<file path="src/rtl/ea_pkg.sv">
package ea_pkg;
  typedef enum logic [3:0] {
    MODE_IMPL = 4'd0,
    MODE_IMM  = 4'd1,
    MODE_REG  = 4'd2,
    MODE_RIND = 4'd3,
    MODE_AINC = 4'd4,
    MODE_ADEC = 4'd5,
    MODE_DIR  = 4'd6,
    MODE_IND  = 4'd7,
    MODE_REL  = 4'd8,
    MODE_IDX  = 4'd9,
    MODE_BASE = 4'd10
  } am_mode_e;

  typedef enum logic [1:0] {
    KIND_NONE = 2'd0,
    KIND_OPND = 2'd1,
    KIND_ADDR = 2'd2
  } res_kind_e;

  typedef enum logic [1:0] {
    ST_IDLE = 2'd0,
    ST_RD   = 2'd1,
    ST_WAIT = 2'd2
  } ctrl_st_e;
endpackage

</file>
<file path="src/rtl/ea_field_ext.sv">
module ea_field_ext #(
  parameter int FW = 12,
  parameter int AW = 16
) (
  input  logic [FW-1:0] field,
  output logic [AW-1:0] zext,
  output logic [AW-1:0] sext
);
  generate
    if (AW > FW) begin : g_wide
      localparam int PADW = AW - FW;
      assign zext = {{PADW{1'b0}}, field};
      assign sext = {{PADW{field[FW-1]}}, field};
    end else begin : g_narrow
      assign zext = field[AW-1:0];
      assign sext = field[AW-1:0];
    end
  endgenerate
endmodule

</file>
<file path="src/rtl/ea_calc.sv">
module ea_calc
  import ea_pkg::*;
#(
  parameter int AW = 16
) (
  input  logic [3:0]    mode,
  input  logic [AW-1:0] fld_z,
  input  logic [AW-1:0] fld_s,
  input  logic [AW-1:0] reg_val,
  input  logic [AW-1:0] pc,
  output logic [AW-1:0] value,
  output res_kind_e     kind,
  output logic          is_ind,
  output logic          wb_en,
  output logic [AW-1:0] wb_data
);
  localparam logic [AW-1:0] ONE = {{(AW-1){1'b0}}, 1'b1};

  always_comb begin
    value   = '0;
    kind    = KIND_NONE;
    is_ind  = 1'b0;
    wb_en   = 1'b0;
    wb_data = '0;
    case (mode)
      MODE_IMM:  begin value = fld_z;           kind = KIND_OPND; end
      MODE_REG:  begin value = reg_val;         kind = KIND_OPND; end
      MODE_RIND: begin value = reg_val;         kind = KIND_ADDR; end
      MODE_AINC: begin
        value = reg_val; kind = KIND_ADDR; wb_en = 1'b1; wb_data = reg_val + ONE;
      end
      MODE_ADEC: begin
        value = reg_val; kind = KIND_ADDR; wb_en = 1'b1; wb_data = reg_val - ONE;
      end
      MODE_DIR:  begin value = fld_z;           kind = KIND_ADDR; end
      MODE_IND:  begin value = fld_z;           kind = KIND_ADDR; is_ind = 1'b1; end
      MODE_REL:  begin value = pc + fld_s;      kind = KIND_ADDR; end
      MODE_IDX,
      MODE_BASE: begin value = reg_val + fld_z; kind = KIND_ADDR; end
      default:   begin value = '0;              kind = KIND_NONE; end
    endcase
  end
endmodule

</file>
<file path="src/rtl/ea_ctrl.sv">
module ea_ctrl
  import ea_pkg::*;
#(
  parameter int AW  = 16,
  parameter int RSW = 3
) (
  input  logic           clk,
  input  logic           rst_n,
  input  logic           req_valid,
  output logic           req_ready,
  input  logic [RSW-1:0] req_reg,
  input  logic [AW-1:0]  c_value,
  input  res_kind_e      c_kind,
  input  logic           c_is_ind,
  input  logic           c_wb_en,
  input  logic [AW-1:0]  c_wb_data,
  output logic           mem_rd_en,
  output logic [AW-1:0]  mem_rd_addr,
  input  logic [AW-1:0]  mem_rd_data,
  output logic           res_valid,
  input  logic           res_ready,
  output logic [AW-1:0]  res_value,
  output logic [1:0]     res_kind,
  output logic           res_wb_en,
  output logic [RSW-1:0] res_wb_sel,
  output logic [AW-1:0]  res_wb_data
);
  ctrl_st_e      st_q;
  logic [AW-1:0] ind_addr_q;
  logic          accept;

  assign req_ready   = (st_q == ST_IDLE) && !res_valid;
  assign accept      = req_valid && req_ready;
  assign mem_rd_en   = (st_q == ST_RD);
  assign mem_rd_addr = ind_addr_q;

  always_ff @(posedge clk or negedge rst_n) begin
    if (!rst_n) begin
      st_q        <= ST_IDLE;
      ind_addr_q  <= '0;
      res_valid   <= 1'b0;
      res_value   <= '0;
      res_kind    <= KIND_NONE;
      res_wb_en   <= 1'b0;
      res_wb_sel  <= '0;
      res_wb_data <= '0;
    end else begin
      if (res_valid && res_ready) res_valid <= 1'b0;
      case (st_q)
        ST_IDLE: if (accept) begin
          res_kind    <= c_kind;
          res_wb_en   <= c_wb_en;
          res_wb_sel  <= req_reg;
          res_wb_data <= c_wb_data;
          if (c_is_ind) begin
            st_q       <= ST_RD;
            ind_addr_q <= c_value;
          end else begin
            res_value <= c_value;
            res_valid <= 1'b1;
          end
        end
        ST_RD:   st_q <= ST_WAIT;
        ST_WAIT: begin
          st_q      <= ST_IDLE;
          res_value <= mem_rd_data;
          res_valid <= 1'b1;
        end
        default: st_q <= ST_IDLE;
      endcase
    end
  end


  res_hold_chk: assert property (@(posedge clk) disable iff (!rst_n)
    (res_valid && !res_ready) |=> (res_valid && $stable(res_value) && $stable(res_kind)
                                   && $stable(res_wb_en) && $stable(res_wb_data)));

  ready_excl_chk: assert property (@(posedge clk) disable iff (!rst_n)
    !(req_ready && (res_valid || mem_rd_en)));

  fast_lat_chk: assert property (@(posedge clk) disable iff (!rst_n)
    (accept && !c_is_ind) |=> res_valid);

  mem_pulse_chk: assert property (@(posedge clk) disable iff (!rst_n)
    mem_rd_en |=> !mem_rd_en);

  ind_done_chk: assert property (@(posedge clk) disable iff (!rst_n)
    mem_rd_en |-> ##2 res_valid);

  ind_start_chk: assert property (@(posedge clk) disable iff (!rst_n)
    (accept && c_is_ind) |=> (mem_rd_en && !res_valid));

  wb_kind_chk: assert property (@(posedge clk) disable iff (!rst_n)
    (res_valid && res_wb_en) |-> (res_kind == KIND_ADDR));
endmodule

</file>
<file path="src/rtl/ea_gen_unit.sv">
module ea_gen_unit
  import ea_pkg::*;
#(
  parameter int AW   = 16,
  parameter int FW   = 12,
  parameter int NREG = 8,
  localparam int RSW = $clog2(NREG)
) (
  input  logic           clk,
  input  logic           rst_n,
  input  logic           req_valid,
  output logic           req_ready,
  input  logic [3:0]     req_mode,
  input  logic [RSW-1:0] req_reg,
  input  logic [FW-1:0]  req_field,
  input  logic [AW-1:0]  pc_next,
  output logic [RSW-1:0] reg_rd_sel,
  input  logic [AW-1:0]  reg_rd_data,
  output logic           mem_rd_en,
  output logic [AW-1:0]  mem_rd_addr,
  input  logic [AW-1:0]  mem_rd_data,
  output logic           res_valid,
  input  logic           res_ready,
  output logic [AW-1:0]  res_value,
  output logic [1:0]     res_kind,
  output logic           res_wb_en,
  output logic [RSW-1:0] res_wb_sel,
  output logic [AW-1:0]  res_wb_data
);
  logic [AW-1:0] fld_z, fld_s, c_value, c_wb_data;
  res_kind_e     c_kind;
  logic          c_is_ind, c_wb_en;

  assign reg_rd_sel = req_reg;

  ea_field_ext #(.FW(FW), .AW(AW)) u_ext (
    .field(req_field), .zext(fld_z), .sext(fld_s)
  );

  ea_calc #(.AW(AW)) u_calc (
    .mode(req_mode), .fld_z(fld_z), .fld_s(fld_s), .reg_val(reg_rd_data),
    .pc(pc_next), .value(c_value), .kind(c_kind), .is_ind(c_is_ind),
    .wb_en(c_wb_en), .wb_data(c_wb_data)
  );

  ea_ctrl #(.AW(AW), .RSW(RSW)) u_ctrl (
    .clk(clk), .rst_n(rst_n), .req_valid(req_valid), .req_ready(req_ready),
    .req_reg(req_reg), .c_value(c_value), .c_kind(c_kind), .c_is_ind(c_is_ind),
    .c_wb_en(c_wb_en), .c_wb_data(c_wb_data), .mem_rd_en(mem_rd_en),
    .mem_rd_addr(mem_rd_addr), .mem_rd_data(mem_rd_data), .res_valid(res_valid),
    .res_ready(res_ready), .res_value(res_value), .res_kind(res_kind),
    .res_wb_en(res_wb_en), .res_wb_sel(res_wb_sel), .res_wb_data(res_wb_data)
  );
endmodule

</file>
<file path="config.mk">
export PLATFORM = sky130hd
export DESIGN_NAME = ea_gen_unit
export DESIGN_NICKNAME = d
export VERILOG_FILES = /design/src/rtl/ea_pkg.sv /design/src/rtl/ea_field_ext.sv /design/src/rtl/ea_calc.sv /design/src/rtl/ea_ctrl.sv /design/src/rtl/ea_gen_unit.sv
export SDC_FILE = /design/constraint.sdc
export NUM_CORES = 1
export LEC_CHECK = 0
export BUFFER_PORTS_ARGS = -buffer_cell sky130_fd_sc_hd__buf_2
export CELL_PAD_IN_SITES_DETAIL_PLACEMENT = 1
export CELL_PAD_IN_SITES_GLOBAL_PLACEMENT = 2
export CORE_ASPECT_RATIO = 0.6
export CORE_MARGIN = 2
export CORE_UTILIZATION = 31
export DETAILED_ROUTE_END_ITERATION = 8
export PLACE_DENSITY = 0.84
export RECOVER_POWER = 50
export SYNTH_ARGS = -nofsm -noshare
export SYNTH_HDL_FRONTEND = slang
export SYNTH_SLANG_ARGS = --single-unit
</file>
<file path="constraint.sdc">
create_clock -name clk -period 2.2 [get_ports clk]
set_input_delay 0.44 -clock clk [delete_from_list [all_inputs] [get_ports clk]]
set_output_delay 0.44 -clock clk [all_outputs]
set_load 0.01 [all_outputs]
</file>
==> impl_summary.log, run 1 <==
INFO  metric status = finished with violations
INFO  metric failed_checks = setup timing
INFO  metric post_dp_cell_area = 6650 sq um
INFO  metric worst-slew-pin-transition = between 1 and 1.5 ns
INFO  metric clock_skew = just over 0.009 ns
INFO  metric congestion_overflow_gr = 0
INFO  metric worst_ep_required_time = 2.46 ns
INFO  metric powerDensity = just over 600 nW/um^2
INFO  metric whs_path_depth = 2
INFO  metric place_congestion = about 0.86
INFO  metric relative_slew_margins = 0.02950
INFO  metric finalInstanceArea = 7564 sq um
INFO  metric worstPathArrival = around 2.7 ns
INFO  metric clk_path_buf_depth = 2
INFO  metric grt_antenna_before_repair = 0
INFO  metric leading_cell_type_in_the_layout_fill_and_taps_excluded = buf_4
INFO  metric synth_cell_type_count = 73
INFO  metric preCtsSetupSlack = -0.6303 ns
INFO  metric setup.worst_path.end_class = flip-flop
INFO  metric worstReg2RegStart = u_ctrl.st_q[1]
INFO  metric clock_pin_slew_on_the_worst_setup_and_hold_paths = around 0.05 ns
INFO  metric initial_core_util = 0.3186
INFO  metric final.period_utilization = 1.090
INFO  metric commonest_non_fill_non_tap_cells_in_the_layout = 150 x buf_4, 96 x buf_2, 57 x dfrtp_1
INFO  metric hold_path_class = in -> reg
INFO  metric rrSetupSlack = around 0.17 ns
INFO  metric drtIter0Drc = 207
INFO  metric synth_enable_flop_cells = 0
INFO  metric wirelength = slightly below 20 mm
INFO  metric num-nets-final = just over 900
INFO  metric flip_flop_and_latch_count_after_synthesis = 57
INFO  metric die_area = roughly 16000 sq um
INFO  metric finish.cell_count_without_fillers = 998
INFO  metric finalSetupTns = -0.9434 ns
INFO  metric worst-r2r-cell-count = 7
INFO  metric drtPass1Iterations = 4
INFO  metric crit_path_time_final = 2.397 ns
INFO  metric worstReg2RegEnd = u_ctrl.res_value[12]
INFO  metric post_synth_instance_area = between 4000 and 5000 sq um
INFO  metric fp_rows = 34
INFO  metric tritoncts_num_sinks = 57
INFO  metric routed_via_count = around 5300
INFO  metric post_drt_via_cell_ratio = ~5.3
INFO  metric die_h = 98.86 um
INFO  metric grt_start_max_net_pins = between 50 and 60
INFO  metric fmax = about 0.42 GHz
INFO  metric synth_flop_cell = dfrtp_1
INFO  metric avgRoutedWirePerCell = between 15 and 20 um
INFO  metric grt_pass1_wl = between 30 and 40 mm
INFO  metric post-synth-top-area-fraction = 0.3068
INFO  metric crit_path_max_fanout = 8
INFO  metric synthesis.area_per_instance = 8.958 sq um
INFO  metric die-width = around 160 um
INFO  metric ys_top_cells_by_area = dfrtp_1 31%, ha_1 11%, a21oi_1 4.1%
INFO  metric cts-buffers-inserted = 9
INFO  metric grt_setup_unrepaired = true
INFO  metric num-fill-cells = roughly 1700
INFO  metric detailed_place_hpwl = about 16 mm
INFO  metric irDropWorstVdd = 0.2887 mV
INFO  metric synth.net_count = roughly 630
INFO  metric placed_cells_incl_taps = 964
INFO  metric async_flop_share = 1.000
INFO  metric crit_end = u_ctrl.res_wb_data[15]
INFO  metric track_usage = 0.2422
INFO  metric hold-worst-slack = 0.2945 ns
INFO  metric hold_bufs_inserted_after_cts = 0
INFO  metric hold_violations = 0
INFO  metric max_cap_violations = 0
INFO  metric multi_input_area = about 3600 sq um
INFO  metric synth-warning-count = 0
INFO  metric path_class = in -> reg
INFO  metric area_growth_syn_to_layout = 62.67%
INFO  metric timing_startpoint_of_the_critical_path = req_mode[3]
INFO  metric worstSkewPairLatency = roughly 0.33 ns
INFO  metric route.detailed.drc = 0
INFO  metric cts_tree = built
INFO  metric finalWorstSetupSlack = -0.1974 ns
INFO  metric synth.largest_area_cell = dfrtp_1
INFO  metric antenna_violating_nets_post_route = 0
INFO  metric setup_violations = 8
INFO  metric core-area = 14590 sq um
INFO  metric fraction_of_final_layout_cells_sized_beyond_drive_strength_1 = 0.4706
INFO  metric grt_pass1_vias = around 5700
INFO  metric cts_htree_levels = 3
INFO  metric register_cell_area_after_layout = 1426 sq um
INFO  metric cellLeakagePower = approximately 3.6 nW
INFO  metric io_pins = 131
INFO  metric sequential_cell_area_fraction_in_the_yosys_report = 0.3068
INFO  metric placement.io_buffers = 130
INFO  metric clockRootBuffer = clkbuf_16
INFO  metric syn_inst = 519
INFO  metric slew_viol_final = 0
INFO  metric start_kind = primary input
==> cell families (layout without fill, tap and decap cells) <==
family                     Yosys count  after routing  synth area share
muxes                               13             13           0.03095
other                                0              1                 0
DFF                                 57             57            0.3068
buffers and inverters               39            319           0.04225
and+or+nand+nor                    145            145            0.1558
xor gates and xnor gates            32             32           0.06028
AOI/OAI and AO/OA                  189            189            0.2807
adders and majority gates           44             44            0.1233
==> registers in the layout (all words and copies together), names as in the netlist <==
name                flops
u_ctrl.mem_rd_addr     16
u_ctrl.res_value       16
u_ctrl.res_wb_data     16
u_ctrl.res_wb_sel       3
u_ctrl.res_kind         2
u_ctrl.st_q             2
u_ctrl.res_valid        1
u_ctrl.res_wb_en        1
==> power by group <==
part / internal (mW) / switching [mW] / leakage, nW
clock network: 0.903 / 0.510 / 0.142
logic: 0.892 / 1.01 / 2.70
registers: 1.25 / 0.125 / 0.748
total: 3.04 / 1.64 / 3.59
==> area by class of cell <==
class	count	share of cell area
timing repair buffer	290	0.2586
tap	198	0.03275
antenna	1	0.0003309
clock inverter	5	0.007279
clock buffer	11	0.03209
inverter	13	0.006452
multi-input combinational	423	0.4739
sequential	57	0.1886
==> worst min path at each step <==
stage	startpoint	slack, ns	to
final	res_ready	0.29	u_ctrl.res_valid
after CTS	rst_n	0.29	u_ctrl.res_wb_sel[0]
after global placement	u_ctrl.res_wb_en	0.46	u_ctrl.res_wb_en
after global routing	res_ready	0.29	u_ctrl.res_valid
after detailed placement	u_ctrl.res_wb_en	0.47	u_ctrl.res_wb_en
after floorplan	rst_n	0.14	u_ctrl.mem_rd_addr[0]
==> per-layer routing <==
layer | wire [um] | share of wire | GRT usage | vias up
met5 | 0 | 0 | 0 | -
met4 | 292 | 0.015 | 0.05514 | 0
met3 | 1016 | 0.051 | 0.04672 | 32
met2 | 9110 | 0.46 | 0.3925 | 147
met1 | 9447 | 0.48 | 0.3354 | 2618
li1 | - | - | - | 2502
==> repair_timing <==
action,in CTS,in global routing
hold endpoints to repair,0,0
gates resized for setup,35,78
setup buffers,3,16
gates cloned,0,0
pin swaps,23,50
setup endpoints to repair,15,27
==> synth_stat cells, types with 4 or more instances <==
| master | number |
|---|---|
| a211oi_1 | 11 |
| a21o_1 | 12 |
| a21oi_1 | 38 |
| a221oi_1 | 4 |
| a22o_1 | 10 |
| a22oi_1 | 10 |
| a31oi_1 | 5 |
| a32oi_1 | 4 |
| buf_2 | 8 |
| buf_4 | 6 |
| clkbuf_1 | 7 |
| dfrtp_1 | 57 |
| ha_1 | 41 |
| inv_1 | 13 |
| mux2_2 | 7 |
| mux2i_1 | 5 |
| nand2_1 | 45 |
| nand3_1 | 14 |
| nand4_1 | 5 |
| nor2_1 | 33 |
| nor2b_1 | 12 |
| nor3_1 | 8 |
| o211ai_1 | 4 |
| o21a_1 | 10 |
| o21ai_0 | 35 |
| o31ai_1 | 11 |
| xnor2_1 | 15 |
| xor2_1 | 17 |
==> through the flow <==
stage            util  total power [mW]
2_1_floorplan       -             2.253
3_3_place_gp   0.4558             3.019
3_5_place_dp   0.4558             3.106
4_1_cts        0.4883             4.592
5_1_grt        0.5182             4.942
6_report       0.5184             4.683
==> critical path: stages <==
cell     delay (ns)
buf_8          0.10
nor3b_4        0.20
and2_4         0.27
ha_4           0.23
a211o_1        0.29
a21oi_2        0.20
a21oi_2        0.09
a21oi_2        0.20
a21oi_2        0.08
or4_1          0.46
nand3_1        0.09
No activity file was read; power rests on OpenSTA's default activity.
==> inputs of run 2 (changes only) <==
--- a/config.mk
+++ b/config.mk
@@ -12,8 +12,8 @@
 export CORE_MARGIN = 2
 export CORE_UTILIZATION = 31
 export DETAILED_ROUTE_END_ITERATION = 8
+export GPL_ROUTABILITY_DRIVEN = 0
 export PLACE_DENSITY = 0.84
-export RECOVER_POWER = 50
 export SYNTH_ARGS = -nofsm -noshare
 export SYNTH_HDL_FRONTEND = slang
 export SYNTH_SLANG_ARGS = --single-unit
==> run 2 against run 1 <==
Against the previous run:
- the run still ends with setup timing left
- via count shrank 0.15%
- non-clock buffer count is the same
- final cell count shrank 0.10%
- core utilization grew 0.094 points
- design area grew 0.18%
- setup slack lost 0.049 ns
- register-to-register slack lost 0.04 ns
- highest routed layer unchanged
- first-iteration DRC count grew 9.2%
- fmax shrank 2.0%
- die area is the same
==> impl_summary.log, run 2 (synthesis results as in run 1) <==
INFO  metric placed_cells_incl_taps = 966 (was 964)
INFO  metric clockRootBuffer = clkbuf_16 (unchanged)
INFO  metric grt_pass1_wl = 30.55 mm (was 30.50 mm)
INFO  metric final.period_utilization = 1.112 (was 1.090)
INFO  metric finalInstanceArea = 7577 sq um (was 7564 sq um)
INFO  metric routed_via_count = 5291 (was 5299)
INFO  metric relative_slew_margins = 0.5350 (was 0.02950)
INFO  metric tritoncts_num_sinks = 57 (unchanged)
INFO  metric die_area = 16030 sq um (unchanged)
INFO  metric hold_violations = 0 (unchanged)
INFO  metric leading_cell_type_in_the_layout_fill_and_taps_excluded = buf_4 (unchanged)
INFO  metric commonest_non_fill_non_tap_cells_in_the_layout = 154 x buf_4, 119 x buf_2, 57 x dfrtp_1 (was 150 x buf_4, 96 x buf_2, 57 x dfrtp_1)
INFO  metric grt_setup_unrepaired = true (unchanged)
INFO  metric io_pins = 131 (unchanged)
INFO  metric antenna-diode-count = 0 (was 1)
INFO  metric total_power = 4.675 mW (was 4.683 mW)
INFO  metric wirelength = 19.48 mm (was 19.87 mm)
INFO  metric detailed_place_hpwl = 15.54 mm (was 15.56 mm)
INFO  metric grt_start_max_net_pins = 33 (was 58)
INFO  metric hold_path_class = in -> async (was in -> reg)
INFO  metric track_usage = 0.2414 (was 0.2422)
INFO  metric fraction_of_final_layout_cells_sized_beyond_drive_strength_1 = 0.5044 (was 0.4706)
INFO  metric path_class = in -> reg (unchanged)
INFO  metric cellLeakagePower = 3.688 nW (was 3.592 nW)
INFO  metric finalWorstSetupSlack = -0.2468 ns (was -0.1974 ns)
INFO  metric slew_viol_final = 0 (unchanged)
INFO  metric clock_skew = 0.006450 ns (was 0.009307 ns)
INFO  metric irDropWorstVdd = 0.2855 mV (was 0.2887 mV)
INFO  metric fmax = 0.4087 GHz (was 0.4171 GHz)
INFO  metric avgRoutedWirePerCell = 19.53 um (was 19.91 um)
INFO  metric rrSetupSlack = 0.13 ns (was 0.17 ns)
INFO  metric post_drt_via_cell_ratio = 5.307 (was 5.310)
INFO  metric drtPass1Iterations = 4 (unchanged)
INFO  metric setup_violations = 9 (was 8)
INFO  metric setup.worst_path.end_class = flip-flop (unchanged)
INFO  metric drtIter0Drc = 226 (was 207)
INFO  metric cts_tree = built (unchanged)
INFO  metric congestion_overflow_gr = 0 (unchanged)
INFO  metric cts-buffers-inserted = 9 (unchanged)
INFO  metric grt_pass1_vias = 5812 (was 5685)
INFO  metric worst_ep_required_time = 2.46 ns (about the same)
INFO  metric worst-slew-pin-transition = 0.6975 ns (was 1.456 ns)
INFO  metric cts_htree_levels = 3 (unchanged)
INFO  metric preCtsSetupSlack = -0.6747 ns (was -0.6303 ns)
INFO  metric fp_rows = 34 (unchanged)
INFO  metric num-nets-final = 909 (unchanged)
INFO  metric placement.io_buffers = 130 (unchanged)
INFO  metric worstPathArrival = 2.70 ns (was 2.66 ns)
INFO  metric hold_bufs_inserted_after_cts = 0 (unchanged)
INFO  metric die-width = 162.1 um (unchanged)
INFO  metric status = finished with violations (unchanged)
INFO  metric route.detailed.drc = 0 (unchanged)
INFO  metric finalSetupTns = -1.011 ns (was -0.9434 ns)
INFO  metric area_growth_syn_to_layout = 62.97% (was 62.67%)
INFO  metric core-area = 14590 sq um (unchanged)
INFO  metric finish.cell_count_without_fillers = 997 (was 998)
INFO  metric max_cap_violations = 0 (unchanged)
INFO  metric worstSkewPairLatency = 0.32 ns (was 0.33 ns)
INFO  metric die_h = 98.86 um (unchanged)
INFO  metric clock_pin_slew_on_the_worst_setup_and_hold_paths = 0.05 ns (about the same)
INFO  metric register_cell_area_after_layout = 1426 sq um (unchanged)
INFO  metric failed_checks = setup timing (unchanged)
INFO  metric num-fill-cells = 1722 (was 1704)
INFO  metric hold-worst-slack = 0.1596 ns (was 0.2945 ns)
INFO  metric crit_path_max_fanout = 8 (unchanged)
INFO  metric initial_core_util = 0.3186 (unchanged)
INFO  metric clk_path_buf_depth = 2 (unchanged)
INFO  metric multi_input_area = 3576 sq um (was 3585 sq um)
INFO  metric utilization = 0.5193 (was 0.5184)
INFO  metric antenna_violating_nets_post_route = 0 (unchanged)
INFO  metric grt_antenna_before_repair = 0 (unchanged)
INFO  metric powerDensity = 617.0 nW/um^2 (was 619.1 nW/um^2)
INFO  metric crit_path_time_final = 2.447 ns (was 2.397 ns)
INFO  metric post_dp_cell_area = 6678 sq um (was 6650 sq um)
INFO  metric start_kind = primary input (unchanged)
==> run 2: layout make-up <==
class                           instances  share of cell area
Clock buffer                           11             0.03203
Clock inverter                          5            0.007266
Inverter                               13            0.006440
Multi-Input combinational cell        423              0.4719
Sequential cell                        57              0.1882
Tap cell                              198             0.03269
Timing Repair Buffer                  290              0.2614
==> run 2: metal layers <==
layer / vias up / GRT usage / share of wire
met5: - / 0 / 0
met4: 0 / 0.05718 / 0.013
met3: 24 / 0.03451 / 0.058
met2: 144 / 0.4043 / 0.46
met1: 2616 / 0.3309 / 0.47
li1: 2507 / - / -
==> run 2: worst max-delay path, stage by stage <==
cell     delay (ns)
buf_8          0.10
nor3b_4        0.20
and2_4         0.26
buf_6          0.15
ha_1           0.26
a21o_1         0.21
a21o_1         0.22
a21oi_2        0.19
a21oi_2        0.09
or4_1          0.47
nand3_1        0.10
==> run 2: path summary, 6_finish.rpt <==
| check | start | endpoint | depth (start not counted) |
|---|---|---|---|
| setup reg to reg | u_ctrl.st_q[1] | u_ctrl.res_value[11] | 6 |
| hold / removal | rst_n | u_ctrl.mem_rd_addr[14] | 1 |
| min in group clk | res_ready | u_ctrl.res_valid | 2 |
| max in group asynchronous | rst_n | u_ctrl.res_wb_data[4] | 2 |
| hold reg to reg | u_ctrl.res_wb_en | u_ctrl.res_wb_en | 2 |
| setup / recovery | req_mode[3] | u_ctrl.res_wb_data[15] | 11 |
==> run 2: report_power, final <==
group          switching, mW  internal, mW  total, mW
clock network          0.498         0.903       1.40
registers              0.125          1.25       1.37
logic                  0.993         0.908       1.90
total                   1.62          3.06       4.68
==> run 2: repair_timing <==
item	4_1_cts	5_1_grt
setup endpoints to repair	21	31
gates cloned	0	0
setup buffers	8	11
gates resized for setup	47	68
pin swaps	32	46
